--- config.mk ---
export PLATFORM = sky130hd
export DESIGN_NAME = dpoll_engine
export DESIGN_NICKNAME = d
export VERILOG_FILES = /design/src/rtl/dpoll_pkg.sv /design/src/rtl/dpoll_settle.sv /design/src/rtl/dpoll_counter.sv /design/src/rtl/dpoll_match.sv /design/src/rtl/dpoll_engine.sv
export SDC_FILE = /design/constraint.sdc
export NUM_CORES = 1
export LEC_CHECK = 0
export BUFFER_PORTS_ARGS = -buffer_cell sky130_fd_sc_hd__buf_2
export CORE_ASPECT_RATIO = 1.5
export CORE_UTILIZATION = 56
export CTS_BUF_LIST = sky130_fd_sc_hd__clkbuf_2
export DETAILED_ROUTE_END_ITERATION = 12
export PLACE_DENSITY = 0.82
export SETUP_SLACK_MARGIN = 0.4
export SYNTH_ARGS = -nofsm -noshare
export SYNTH_HDL_FRONTEND = slang
export SYNTH_HIERARCHICAL = 1
export SYNTH_SLANG_ARGS = --single-unit
export TNS_END_PERCENT = 10
--- constraint.sdc ---
create_clock -name clk -period 3.8 [get_ports clk]
set_clock_uncertainty 0.05 [all_clocks]
set_input_delay 0.76 -clock clk [delete_from_list [all_inputs] [get_ports clk]]
set_output_delay 0.76 -clock clk [all_outputs]
set_load 0.05 [all_outputs]
--- src/rtl/dpoll_pkg.sv ---
package dpoll_pkg;
  localparam int STATUS_BIT = 7;
  localparam int BYTE_W     = 8;

  typedef enum logic [2:0] {
    ST_IDLE,
    ST_SETTLE,
    ST_POLL_REQ,
    ST_POLL_WAIT,
    ST_FIN_REQ,
    ST_FIN_WAIT
  } dp_state_e;
endpackage

--- src/rtl/dpoll_settle.sv ---
module dpoll_settle #(
  parameter int SW = 8
) (
  input  logic          clk,
  input  logic          rst_n,
  input  logic          clear,
  input  logic          run,
  input  logic [SW-1:0] limit,
  output logic          expired
);
  logic [SW-1:0] cnt_q;

  assign expired = (cnt_q == limit);

  always_ff @(posedge clk or negedge rst_n) begin
    if (!rst_n)                cnt_q <= '0;
    else if (clear)            cnt_q <= '0;
    else if (run && !expired)  cnt_q <= cnt_q + 1'b1;
  end

  // The count never passes the captured delay
  assert_settle_bound_R2: assert property (@(posedge clk) disable iff (!rst_n)
    cnt_q <= limit);
endmodule

--- src/rtl/dpoll_counter.sv ---
module dpoll_counter #(
  parameter int PW = 16
) (
  input  logic          clk,
  input  logic          rst_n,
  input  logic          clear,
  input  logic          inc,
  input  logic [PW-1:0] limit,
  output logic          last
);
  logic [PW-1:0] cnt_q;

  // the poll under way is the final one permitted; a limit of 0 acts as 1
  assign last = (({1'b0, cnt_q} + 1'b1) >= {1'b0, limit});

  always_ff @(posedge clk or negedge rst_n) begin
    if (!rst_n)     cnt_q <= '0;
    else if (clear) cnt_q <= '0;
    else if (inc)   cnt_q <= cnt_q + 1'b1;
  end

  assert_poll_bound_R8: assert property (@(posedge clk) disable iff (!rst_n)
    (limit != '0) |-> (cnt_q < limit));
endmodule

--- src/rtl/dpoll_match.sv ---
module dpoll_match (
  input  logic op_erase,
  input  logic expect_bit,
  input  logic status_bit,
  output logic hit
);
  // an erase drives every bit to 1, so its true status is always 1
  logic true_bit;
  assign true_bit = op_erase ? 1'b1 : expect_bit;
  assign hit      = (status_bit == true_bit);
endmodule

--- src/rtl/dpoll_engine.sv ---
module dpoll_engine #(
  parameter int AW = 20,
  parameter int DW = 16,
  parameter int SW = 8,
  parameter int PW = 16
) (
  input  logic          clk,
  input  logic          rst_n,
  input  logic          start,
  input  logic          op_erase,
  input  logic [AW-1:0] poll_addr,
  input  logic          expect_status_bit,
  input  logic          word_mode,
  input  logic [SW-1:0] settle_cycles,
  input  logic [PW-1:0] max_polls,
  output logic          busy,
  output logic          rd_valid,
  input  logic          rd_ready,
  output logic [AW-1:0] rd_addr,
  input  logic          rd_rvalid,
  input  logic [DW-1:0] rd_rdata,
  output logic          done,
  output logic          error,
  output logic [DW-1:0] result_data
);
  import dpoll_pkg::*;

  localparam int HI_W = DW - BYTE_W;

  dp_state_e     state_q, state_d;
  logic          op_q, exp_q, word_q;
  logic [AW-1:0] addr_q;
  logic [SW-1:0] settle_q;
  logic [PW-1:0] maxp_q;
  logic          done_q, error_q;
  logic [DW-1:0] result_q;

  logic accept, settle_done, hit, last_poll;
  logic poll_resp, poll_miss, fin_resp;

  assign accept    = (state_q == ST_IDLE) && start;
  assign poll_resp = (state_q == ST_POLL_WAIT) && rd_rvalid;
  assign poll_miss = poll_resp && !hit;
  assign fin_resp  = (state_q == ST_FIN_WAIT) && rd_rvalid;

  dpoll_settle #(.SW(SW)) u_settle (
    .clk     (clk),
    .rst_n   (rst_n),
    .clear   (accept),
    .run     (state_q == ST_SETTLE),
    .limit   (settle_q),
    .expired (settle_done)
  );

  dpoll_counter #(.PW(PW)) u_polls (
    .clk   (clk),
    .rst_n (rst_n),
    .clear (accept),
    .inc   (poll_miss && !last_poll),
    .limit (maxp_q),
    .last  (last_poll)
  );

  dpoll_match u_match (
    .op_erase   (op_q),
    .expect_bit (exp_q),
    .status_bit (rd_rdata[STATUS_BIT]),
    .hit        (hit)
  );

  always_comb begin
    state_d = state_q;
    unique case (state_q)
      ST_IDLE:      if (start) state_d = ST_SETTLE;
      ST_SETTLE:    if (settle_done) state_d = ST_POLL_REQ;
      ST_POLL_REQ:  if (rd_ready) state_d = ST_POLL_WAIT;
      ST_POLL_WAIT: begin
        if (rd_rvalid) begin
          if (hit)            state_d = ST_FIN_REQ;
          else if (last_poll) state_d = ST_IDLE;
          else                state_d = ST_POLL_REQ;
        end
      end
      ST_FIN_REQ:   if (rd_ready) state_d = ST_FIN_WAIT;
      ST_FIN_WAIT:  if (rd_rvalid) state_d = ST_IDLE;
      default:      state_d = ST_IDLE;
    endcase
  end

  always_ff @(posedge clk or negedge rst_n) begin
    if (!rst_n) begin
      state_q  <= ST_IDLE;
      op_q     <= 1'b0;
      exp_q    <= 1'b0;
      word_q   <= 1'b0;
      addr_q   <= '0;
      settle_q <= '0;
      maxp_q   <= '0;
      done_q   <= 1'b0;
      error_q  <= 1'b0;
      result_q <= '0;
    end else begin
      state_q <= state_d;
      done_q  <= fin_resp;
      error_q <= poll_miss && last_poll;
      if (accept) begin
        op_q     <= op_erase;
        exp_q    <= expect_status_bit;
        word_q   <= word_mode;
        addr_q   <= poll_addr;
        settle_q <= settle_cycles;
        maxp_q   <= max_polls;
      end
      if (fin_resp)
        result_q <= word_q ? rd_rdata : {{HI_W{1'b0}}, rd_rdata[BYTE_W-1:0]};
    end
  end

  assign busy        = (state_q != ST_IDLE);
  assign rd_valid    = (state_q == ST_POLL_REQ) || (state_q == ST_FIN_REQ);
  assign rd_addr     = addr_q;
  assign done        = done_q;
  assign error       = error_q;
  assign result_data = result_q;

  assert_req_hold_R3: assert property (@(posedge clk) disable iff (!rst_n)
    (rd_valid && !rd_ready) |=> (rd_valid && $stable(rd_addr)));

  assert_done_pulse_R9: assert property (@(posedge clk) disable iff (!rst_n)
    done |=> !done);

  assert_error_pulse_R9: assert property (@(posedge clk) disable iff (!rst_n)
    error |=> !error);

  assert_exclusive_R9: assert property (@(posedge clk) disable iff (!rst_n)
    !(done && error));

  assert_idle_on_finish_R9: assert property (@(posedge clk) disable iff (!rst_n)
    (done || error) |-> !busy);

  assert_byte_mask_R7: assert property (@(posedge clk) disable iff (!rst_n)
    (done && !word_q) |-> (result_data[DW-1:BYTE_W] == '0));

  assert_start_ignored_R10: assert property (@(posedge clk) disable iff (!rst_n)
    busy |=> ($stable(addr_q) && $stable(maxp_q) && $stable(op_q)));
endmodule

# Yosys cells after proc, flatten, opt, wreduce, memory -nomap -nowiden
# Cells that the tools add are included.
[totals]
ff_bits = 92
latch_bits = 0
ram_bits = 0
rom_bits = 0
mem_count = 0
[classes]
addsub = 3
multipliers = 0
div = 0
n_lt_le_gt_ge = 1
n_eq_ne = 13
n_shift = 0
n_mux = 15
bitwise_logic = 0
n_reduce_logical = 16
[op_table]
columns = ["operator", "count"]
rows = [
  ["$mux W16", 3],
  ["$mux W3", 7],
  ["$pmux W3 S6", 1],
  ["$add A16 B1 Y17 const B", 1],
  ["$ge A17 B16 Y1", 1],
  ["$add A16 B1 Y16 const B", 1],
  ["$mux W8", 2],
  ["$ne A2 B2 Y1 const B", 6],
  ["$add A8 B1 Y8 const B", 1],
  ["$eq A8 B8 Y1", 1],
  ["$logic_and A1 B1 Y1", 7],
  ["$eq A3 B2 Y1 const B", 2],
  ["$eq A3 B3 Y1 const B", 2],
  ["$reduce_and A6 Y1", 1],
  ["$reduce_bool A2 Y1", 2],
  ["$eq A3 B1 Y1 const B", 1],
  ["$logic_not A1 Y1", 3],
  ["$logic_not A3 Y1", 1],
  ["$reduce_bool A3 Y1", 1],
  ["$mux W2", 1],
  ["$eq A1 B1 Y1", 1],
  ["$logic_or A1 B1 Y1", 1],
  ["$mux W1", 1],
]

# Longest topological paths before layout
# Gate-level depths: netlist of run 1.
[depth]
word_depth = 7
mapped_depth = 16
ltp_nobuf = 14

# Cells and area by module
# The synthesis of run 1 kept the hierarchy.
[modules_own_cells]
columns = ["mod", "n_inst", "cells_per_inst", "area_each_um2", "seq_area_each_um2"]
rows = [
  ["dpoll_engine", 1, 203, 2781.4, 1701.6],
  ["dpoll_counter", 1, 176, 1487.7, 400.4],
  ["dpoll_settle", 1, 55, 548.0, 200.2],
  ["dpoll_match", 1, 2, 12.5, 0.0],
]

# Least setup slack after synthesis of run 1
# No wires, ideal clock.
[synth_timing]
kind = "flip-flop to flip-flop"
from = "register u_polls.cnt_q[2]"
to = "register u_polls.cnt_q[15]"
setup_time_ns = 0.125
arrival_ns = 3.219
required_time_ns = 3.625
slack_ns = 0.407
path_stages_with_launch = 17
path_buffers = 3
synth_period_minus_slack_ns = 3.393
path_cell_list = "dfrtp_1 buf_2 and4_1 buf_6 nand2_4 nor3_1 xor2_1 ha_1 a21o_1 a21oi_1 o31a_1 o211ai_1 nor2_1 buf_1 nand2_1 nor3_1 mux2_2"
[synth_between]
elab_chain_cells = 5
word_cells_on_any_way = 8
cone_classes = "add/sub: 2; order compare: 1; mux: 2; reduce/logical: 3"
[synth_lines]
columns = ["item", "line", "rtl"]
rows = [
  ["start: declaration", "dpoll_counter.sv:11", "logic [PW-1:0] cnt_q;"],
  ["start signal: assignment", "dpoll_counter.sv:19", "else if (inc) cnt_q <= cnt_q + 1'b1;"],
  ["$add A16 B1 Y17", "dpoll_counter.sv:14", "assign last = (({1'b0, cnt_q} + 1'b1) >= {1'b0, limit});"],
  ["$ge A17 B16 Y1", "dpoll_counter.sv:14", ""],
  ["via last_poll", "dpoll_engine.sv:38", "logic accept, settle_done, hit, last_poll;"],
  ["$logic_not A1 Y1", "dpoll_engine.sv:59", ".inc (poll_miss && !last_poll),"],
  ["$logic_and A1 B1 Y1", "dpoll_engine.sv:59", ""],
  ["$reduce_bool A2 Y1 (no source line)", "-", ""],
]
# The timed path passes the listed nets, and every way through them passes these cells. The select of a mux whose other input is x is not followed.
# A chain may end at the register's enable or synchronous reset.

# Final worst setup path of run 1
[layout_timing]
from = "register u_polls.cnt_q[2]"
to = "register u_polls.cnt_q[12]"
# The elaborated chain is that of the path after synthesis.

==> results of run 1 <==
-- cell families after synthesis --
| logic type | synth area share (%) |
|---|---|
| muxes | 14.02 |
| and+or+nand+nor | 16.24 |
| AOI/OAI and AO/OA | 5.466 |
| adders and majority gates | 4.871 |
| DFF | 47.67 |
| buffers and inverters | 4.870 |
| xor gates and xnor gates | 6.865 |
-- layout by cell type, fill, tap and decap left out, types with 2 or more instances in the layout --
| cell type | netlist | routed |
|---|---|---|
| xnor2_1 | 16 | 16 |
| mux2i_1 | 2 | 2 |
| inv_1 | 21 | 21 |
| or4_1 | 4 | 4 |
| nand3_1 | 11 | 11 |
| o21a_1 | 2 | 2 |
| clkinv_1 | 1 | 4 |
| nor2b_1 | 7 | 7 |
| a21o_1 | 2 | 2 |
| o31ai_1 | 2 | 2 |
| nor2_1 | 27 | 26 |
| nor4_1 | 2 | 2 |
| buf_4 | 3 | 21 |
| dfrtp_1 | 92 | 85 |
| o211ai_1 | 3 | 3 |
| nor2_4 | 2 | 2 |
| mux2_4 | 19 | 19 |
| a21oi_1 | 15 | 15 |
| buf_2 | 5 | 106 |
| nor3_1 | 5 | 4 |
| nand4_4 | 4 | 4 |
| nand2b_1 | 4 | 4 |
| nand2_1 | 57 | 57 |
| and2_2 | 0 | 2 |
| clkbuf_2 | 1 | 9 |
| nand4_1 | 9 | 9 |
| dfrtp_2 | 0 | 7 |
| clkinvlp_4 | 0 | 3 |
| o21ai_0 | 16 | 16 |
| ha_1 | 18 | 17 |
| or3_1 | 2 | 2 |
| xor2_1 | 20 | 20 |
| mux2_2 | 32 | 32 |
| nand4b_1 | 2 | 2 |
| and4_4 | 0 | 2 |
-- repair_timing --
action | CTS | global route
pin swaps | 0 | 4
gates resized for setup | 7 | 10
buffers inserted | 0 | 12
endpoints found under the setup margin | 15 | 17
endpoints found under the hold margin | 0 | 0
-- path summary, 6_finish.rpt --
check / endpoint / slack [ps] / depth (start not counted) / from
max reg2reg: u_polls/cnt_q[12] / 500 / 13 / u_polls/cnt_q[2]
max: u_polls/cnt_q[12] / 500 / 13 / u_polls/cnt_q[2]
min in group clk: result_data[3] / 320 / 3 / rd_rdata[3]
max in group asynchronous: u_polls/cnt_q[8] / 2710 / 2 / rst_n
min reg2reg: result_data[4] / 460 / 2 / result_data[4]
min: maxp_q[7] / 250 / 1 / rst_n
-- layer usage --
metal,share of wire (%),track usage [%],vias to the layer above
met5,0,0,-
met4,3.3,10.69,0
met3,5.6,5.118,27
met2,51,39.94,121
met1,40,26.09,1744
li1,-,-,1715
-- state kept, by name, indices dropped and copies added, names as in the netlist --
signal	flops
rd_addr	20
maxp_q	16
result_data	16
u_polls/cnt_q	16
settle_q	8
u_settle/cnt_q	8
state_q	3
done	1
error	1
exp_q	1
op_q	1
word_q	1
-- layout make-up --
type	instances	area [µm²]
Inverter	22	82.58
Timing Repair Buffer	128	708.2
Fill cell	652	2779
Sequential cell	92	2311
Tap cell	107	133.9
Clock buffer	9	45.04
Clock inverter	7	42.54
Multi-Input combinational cell	301	2311
-- stage by stage --
stage	utilization [%]	setup slack (ps)	area (µm²)
after detailed placement	64.53	224.7	5429
after global placement	64.53	375.1	5429
after CTS	65.69	385.2	5527
final	66.97	503.0	5634
after floorplan	-	406.5	4830
after global routing	66.97	300.6	5634
-- power by group through the flow --
| stage | Clock, mW | Sequential, mW | Combinational [mW] |
|---|---|---|---|
| after floorplan | 0 | 2.25 | 1.10 |
| after global placement | 0 | 1.64 | 2.08 |
| after detailed placement | 0 | 1.66 | 2.14 |
| after CTS | 0.427 | 1.64 | 2.14 |
| after global routing | 0.459 | 1.70 | 2.28 |
| final | 0.411 | 1.64 | 2.13 |
==> impl_metrics.json, run 1 <==
{
  "outcome": "finished clean",
  "cts.root.buffer_cell": "clkbuf_2",
  "layout-area-overhead-vs-synth_pct": 16.66,
  "gpl.final_weighted_congestion": 0.9121,
  "cell_family_with_the_largest_share_of_critical_path_delay": "simple AND/OR/NAND/NOR gates",
  "synth_top_area_share_pct": 47.67,
  "clkTransAtPathRegs_ps": 250,
  "drt_wl_total_um": 9722,
  "total_global_routing_track_utilization_pct": 22.67,
  "max_slew.worst_pin.slew_ps": 975.8,
  "die-area_um2": 9007,
  "drt_first_pass_iters": 4,
  "p_comb_share_pct": 50.9,
  "ys.warnings.count": 6,
  "n_antenna_cell": 0,
  "h-tree-depth": 3,
  "netlist_top_cells_count": "dfrtp_1 (92), nand2_1 (57), mux2_2 (32), nor2_1 (27), inv_1 (21)",
  "rsz0062_at_grt": "yes",
  "fin_max_slew_vios": 0,
  "synth_seq_cells": 92,
  "route.antenna.remaining_nets": 0,
  "finalWorstPathRequiredPeriod_ps": 3297,
  "ctsHoldBuffers": 0,
  "critical_path_peak_fanout": 7,
  "initial_utilization_pct": 57.41,
  "core.rowCount": 41,
  "drc_errors": 0,
  "drive_gt1_share_pct": 38.82,
  "setup-tns-final_ps": 0,
  "power_density_nw_per_um2": 742.7,
  "crit_path_top_delay_cell": "dfrtp_2",
  "switching_fraction_pct": 46.89,
  "layoutNonFillerInstCount": 666,
  "synthMostInstantiatedCell": "dfrtp_1",
  "numPlacedInstances": 638,
  "cap_viol_max_count": 0,
  "hpwl_detailed_um": 7152,
  "final_hold_viol_count": 0,
  "syn_area_per_cell_um2": 11.08,
  "ys_dominant_reg_cell": "dfrtp_1",
  "tritoncts_clock_tree": "yes",
  "timing.critical_path.cells": "and4_4 > nand2_4 > nor3_1 > xor2_1 > ha_1 > a21oi_1 > o21a_1 > a2bb2oi_1 > o211ai_1 > nor2_2 > inv_1 > nor4_2 > mux2_2",
  "gr-total-overflow": 0,
  "grt_pass1_vias": 3594,
  "final-setup-viol-count": 0,
  "synthesis.area_um2": 4830,
  "design_power_total_mw": 4.184,
  "cp_data_required_time_ps": 4230,
  "gate_count_post_synth": 436,
  "critical_path.startpoint_type": "flop",
  "vias": 3607,
  "die_h_um": 115.7,
  "switchingPower_mw": 1.962,
  "min_path_type": "input port to async pin",
  "power_frac_seq_pct": 39.3,
  "path_buf_inv": 1,
  "synth_cell_type_count": 49,
  "criticalPathCategory": "flop to flop",
  "clk_pwr_share_pct": 9.8,
  "vdd_ir_drop_max_uv": 698.3,
  "grt_max_degree": 81,
  "synth_top_cell_by_area": "dfrtp_1",
  "cts-root-to-sink-buffers": 2,
  "port-buffer-count": 107,
  "power_report.internal_total_mw": 2.222,
  "drtIter0Drc": 198,
  "drt-vias-per-instance": 5.416,
  "critical_path.endpoint_type": "flop",
  "ys_async_sr_fraction_pct": 100.0,
  "cts_num_sinks": 92,
  "synth_enable_flop_cells": 0,
  "core_um2": 8413,
  "worst-endpoint-arrival_ps": 3720,
  "num_cts_buffers": 9,
  "clock_latency_ps": 560,
  "drt-wirelength-per-cell_um": 14.60,
  "layout_worst_path_cycle_share_pct": 86.76,
  "nets_in_the_synthesized_netlist": 522,
  "grt_pass1_wl_um": 15980,
  "timing.max_slew.rel_slack_pct": 34.95,
  "top_level_ports": 108,
  "biggest_area_contributors_in_the_synthesized_netlist": "dfrtp_1 (48%), mux2_2 (7.5%), mux2_4 (5.9%)",
  "nets": 640,
  "die-width_um": 77.83,
  "ys_seq_area_share_pct": 47.67,
  "power.leakage_nw": 2.836,
  "grt_antenna_before_repair": 0,
  "fmaxAchievable_mhz": 303.3,
  "critical-path-max-stage-delay_ps": 460,
  "timing.hold.ws_ps": 249.4
}
No activity file was read; power rests on OpenSTA's default activity.
==> inputs of run 2 (changes only) <==
Settings changed: GPL_TIMING_DRIVEN set to 0.
==> run 2 against run 1 <==
Compared with the run above:
- power is 6.4% higher
- clock-buffer cell count stayed put
- sequential share of layout area is 2.3 points lower
- largest cell class is now multi-input combinational cells
- via count is 2.7% higher
- utilization is 3.9 points higher
- first-iteration DRC count is 8.6% higher
- routed wire length is 7.8% higher
- register-to-register slack worse by 99 ps
==> impl_metrics.json, run 2 (synthesized netlist as in run 1, its figures left out) <==
{
  "finalWorstPathRequiredPeriod_ps": 3396,
  "initial_utilization_pct": 57.41,
  "h-tree-depth": 3,
  "min_path_type": "input port to flop",
  "vias": 3705,
  "postLayoutCoreUtil_pct": 70.87,
  "timing.hold.ws_ps": 299.1,
  "critical_path.startpoint_type": "flop",
  "clock_latency_ps": 560,
  "worst-endpoint-arrival_ps": 3830,
  "gr-total-overflow": 0,
  "critical_path.endpoint_type": "flop",
  "p_comb_share_pct": 52.9,
  "rsz0062_at_grt": "yes",
  "cts_num_sinks": 92,
  "drt_first_pass_iters": 4,
  "critical_path_peak_fanout": 5,
  "outcome": "finished clean",
  "max_reg_flops": 20,
  "drc_errors": 0,
  "final_hold_viol_count": 0,
  "layout_worst_path_cycle_share_pct": 89.38,
  "total_global_routing_track_utilization_pct": 23.23,
  "power_density_nw_per_um2": 747.0,
  "setup-tns-final_ps": 0,
  "drive_gt1_share_pct": 42.05,
  "port-buffer-count": 107,
  "num_cts_buffers": 9,
  "setup_slack_ps": 403.7,
  "fin_max_slew_vios": 0,
  "hpwl_detailed_um": 7392,
  "drt_wl_total_um": 10480,
  "clk_pwr_share_pct": 11.6,
  "switchingPower_mw": 2.055,
  "drtIter0Drc": 215,
  "die_h_um": 115.7,
  "fillerInstances": 604,
  "nets": 666,
  "dp_slack_ps": -175.7,
  "drt-wirelength-per-cell_um": 15.14,
  "core.rowCount": 41,
  "die-area_um2": 9007,
  "cp_data_required_time_ps": 4230,
  "cts.root.buffer_cell": "clkbuf_2",
  "layoutNonFillerInstCount": 692,
  "top_level_ports": 108,
  "route.antenna.remaining_nets": 0,
  "layout_common_cells": "buf_2 (111), dfrtp_1 (89), nand2_1 (55), mux2_2 (32), nor2_1 (26)",
  "core_um2": 8413,
  "grt_pass1_vias": 3751,
  "vdd_ir_drop_max_uv": 669.4,
  "timing.max_slew.rel_slack_pct": 69.60,
  "ff_latch_area_um2": 2306,
  "cts-root-to-sink-buffers": 2,
  "final-setup-viol-count": 0,
  "criticalPathCategory": "flop to flop",
  "cap_viol_max_count": 0,
  "numPlacedInstances": 651,
  "n_antenna_cell": 0,
  "placed_area_um2": 5529,
  "grt_max_degree": 70,
  "power_report.internal_total_mw": 2.398,
  "final_common_cell": "buf_2",
  "fmaxAchievable_mhz": 294.4,
  "design_power_total_mw": 4.454,
  "grt_pass1_wl_um": 16170,
  "die-width_um": 77.83,
  "finalInstanceArea_um2": 5962,
  "multi_input_combinational_cell_area_um2": 2384,
  "drt-vias-per-instance": 5.354,
  "grt_antenna_before_repair": 0,
  "layout-area-overhead-vs-synth_pct": 23.45,
  "power_frac_seq_pct": 35.5,
  "switching_fraction_pct": 46.15,
  "tritoncts_clock_tree": "yes",
  "max_slew.worst_pin.slew_ps": 456.1,
  "gpl.final_weighted_congestion": 0.8988,
  "clkTransAtPathRegs_ps": 270,
  "power.leakage_nw": 3.055
}
-- run 2: final timing paths --
path | startpoint | to | slack, ps | cells after the start
worst min register to register | result_data[3] | result_data[3] | 460 | 2
worst max-delay path | u_polls/cnt_q[2] | u_polls/cnt_q[6] | 400 | 16
min in group asynchronous | rst_n | maxp_q[6] | 550 | 2
worst min-delay path | rd_rdata[5] | result_data[5] | 300 | 3
worst max register to register | u_polls/cnt_q[2] | u_polls/cnt_q[6] | 400 | 16
max in group asynchronous | rst_n | u_polls/cnt_q[9] | 2520 | 3
-- run 2: layout make-up --
type / instances / area share, %
sequential: 92 / 38.68
tap: 107 / 2.246
timing repair buffer: 133 / 12.70
buffer: 21 / 2.896
clock inverter: 7 / 1.364
inverter: 22 / 1.385
multi-input combinational: 301 / 39.98
clock buffer: 9 / 0.7555
-- run 2: metal layers --
layer / track usage (%) / vias up / part of all wire [%]
li1: - / 1767 / -
met5: 0 / - / 0
met2: 42.71 / 125 / 52
met1: 24.50 / 1782 / 38
met3: 5.984 / 31 / 5.4
met4: 11.45 / 0 / 3.6
-- run 2: power groups by stage --
stage	registers, mW	clock network [mW]	logic, mW
2_1_floorplan	2.25	0	1.10
3_3_place_gp	1.58	0	2.19
3_5_place_dp	1.60	0	2.27
4_1_cts	1.58	0.528	2.30
5_1_grt	1.63	0.572	2.51
6_report	1.58	0.517	2.36
-- run 2: repair_timing --
| item | in CTS | in global routing |
|---|---|---|
| hold buffers | 1 | 0 |
| gates cloned | 0 | 1 |
| setup endpoints to repair | 16 | 18 |
| resized for setup | 7 | 29 |
| hold endpoints to repair | 23 | 0 |
| pin swaps | 2 | 10 |
| buffers inserted | 9 | 14 |
-- run 2: critical path, stage by stage, from the launching register on --
cell and delay, ps:
dfrtp_1 450, buf_6 130, and4_1 200, buf_6 130
and4_4 170, buf_4 130, xnor2_1 120, ha_1 300
nand4_1 160, or4_1 540, o211ai_1 270, nor2_2 110
buf_6 150, buf_4 120, nand3_1 90, xor2_1 140
nor2_1 50
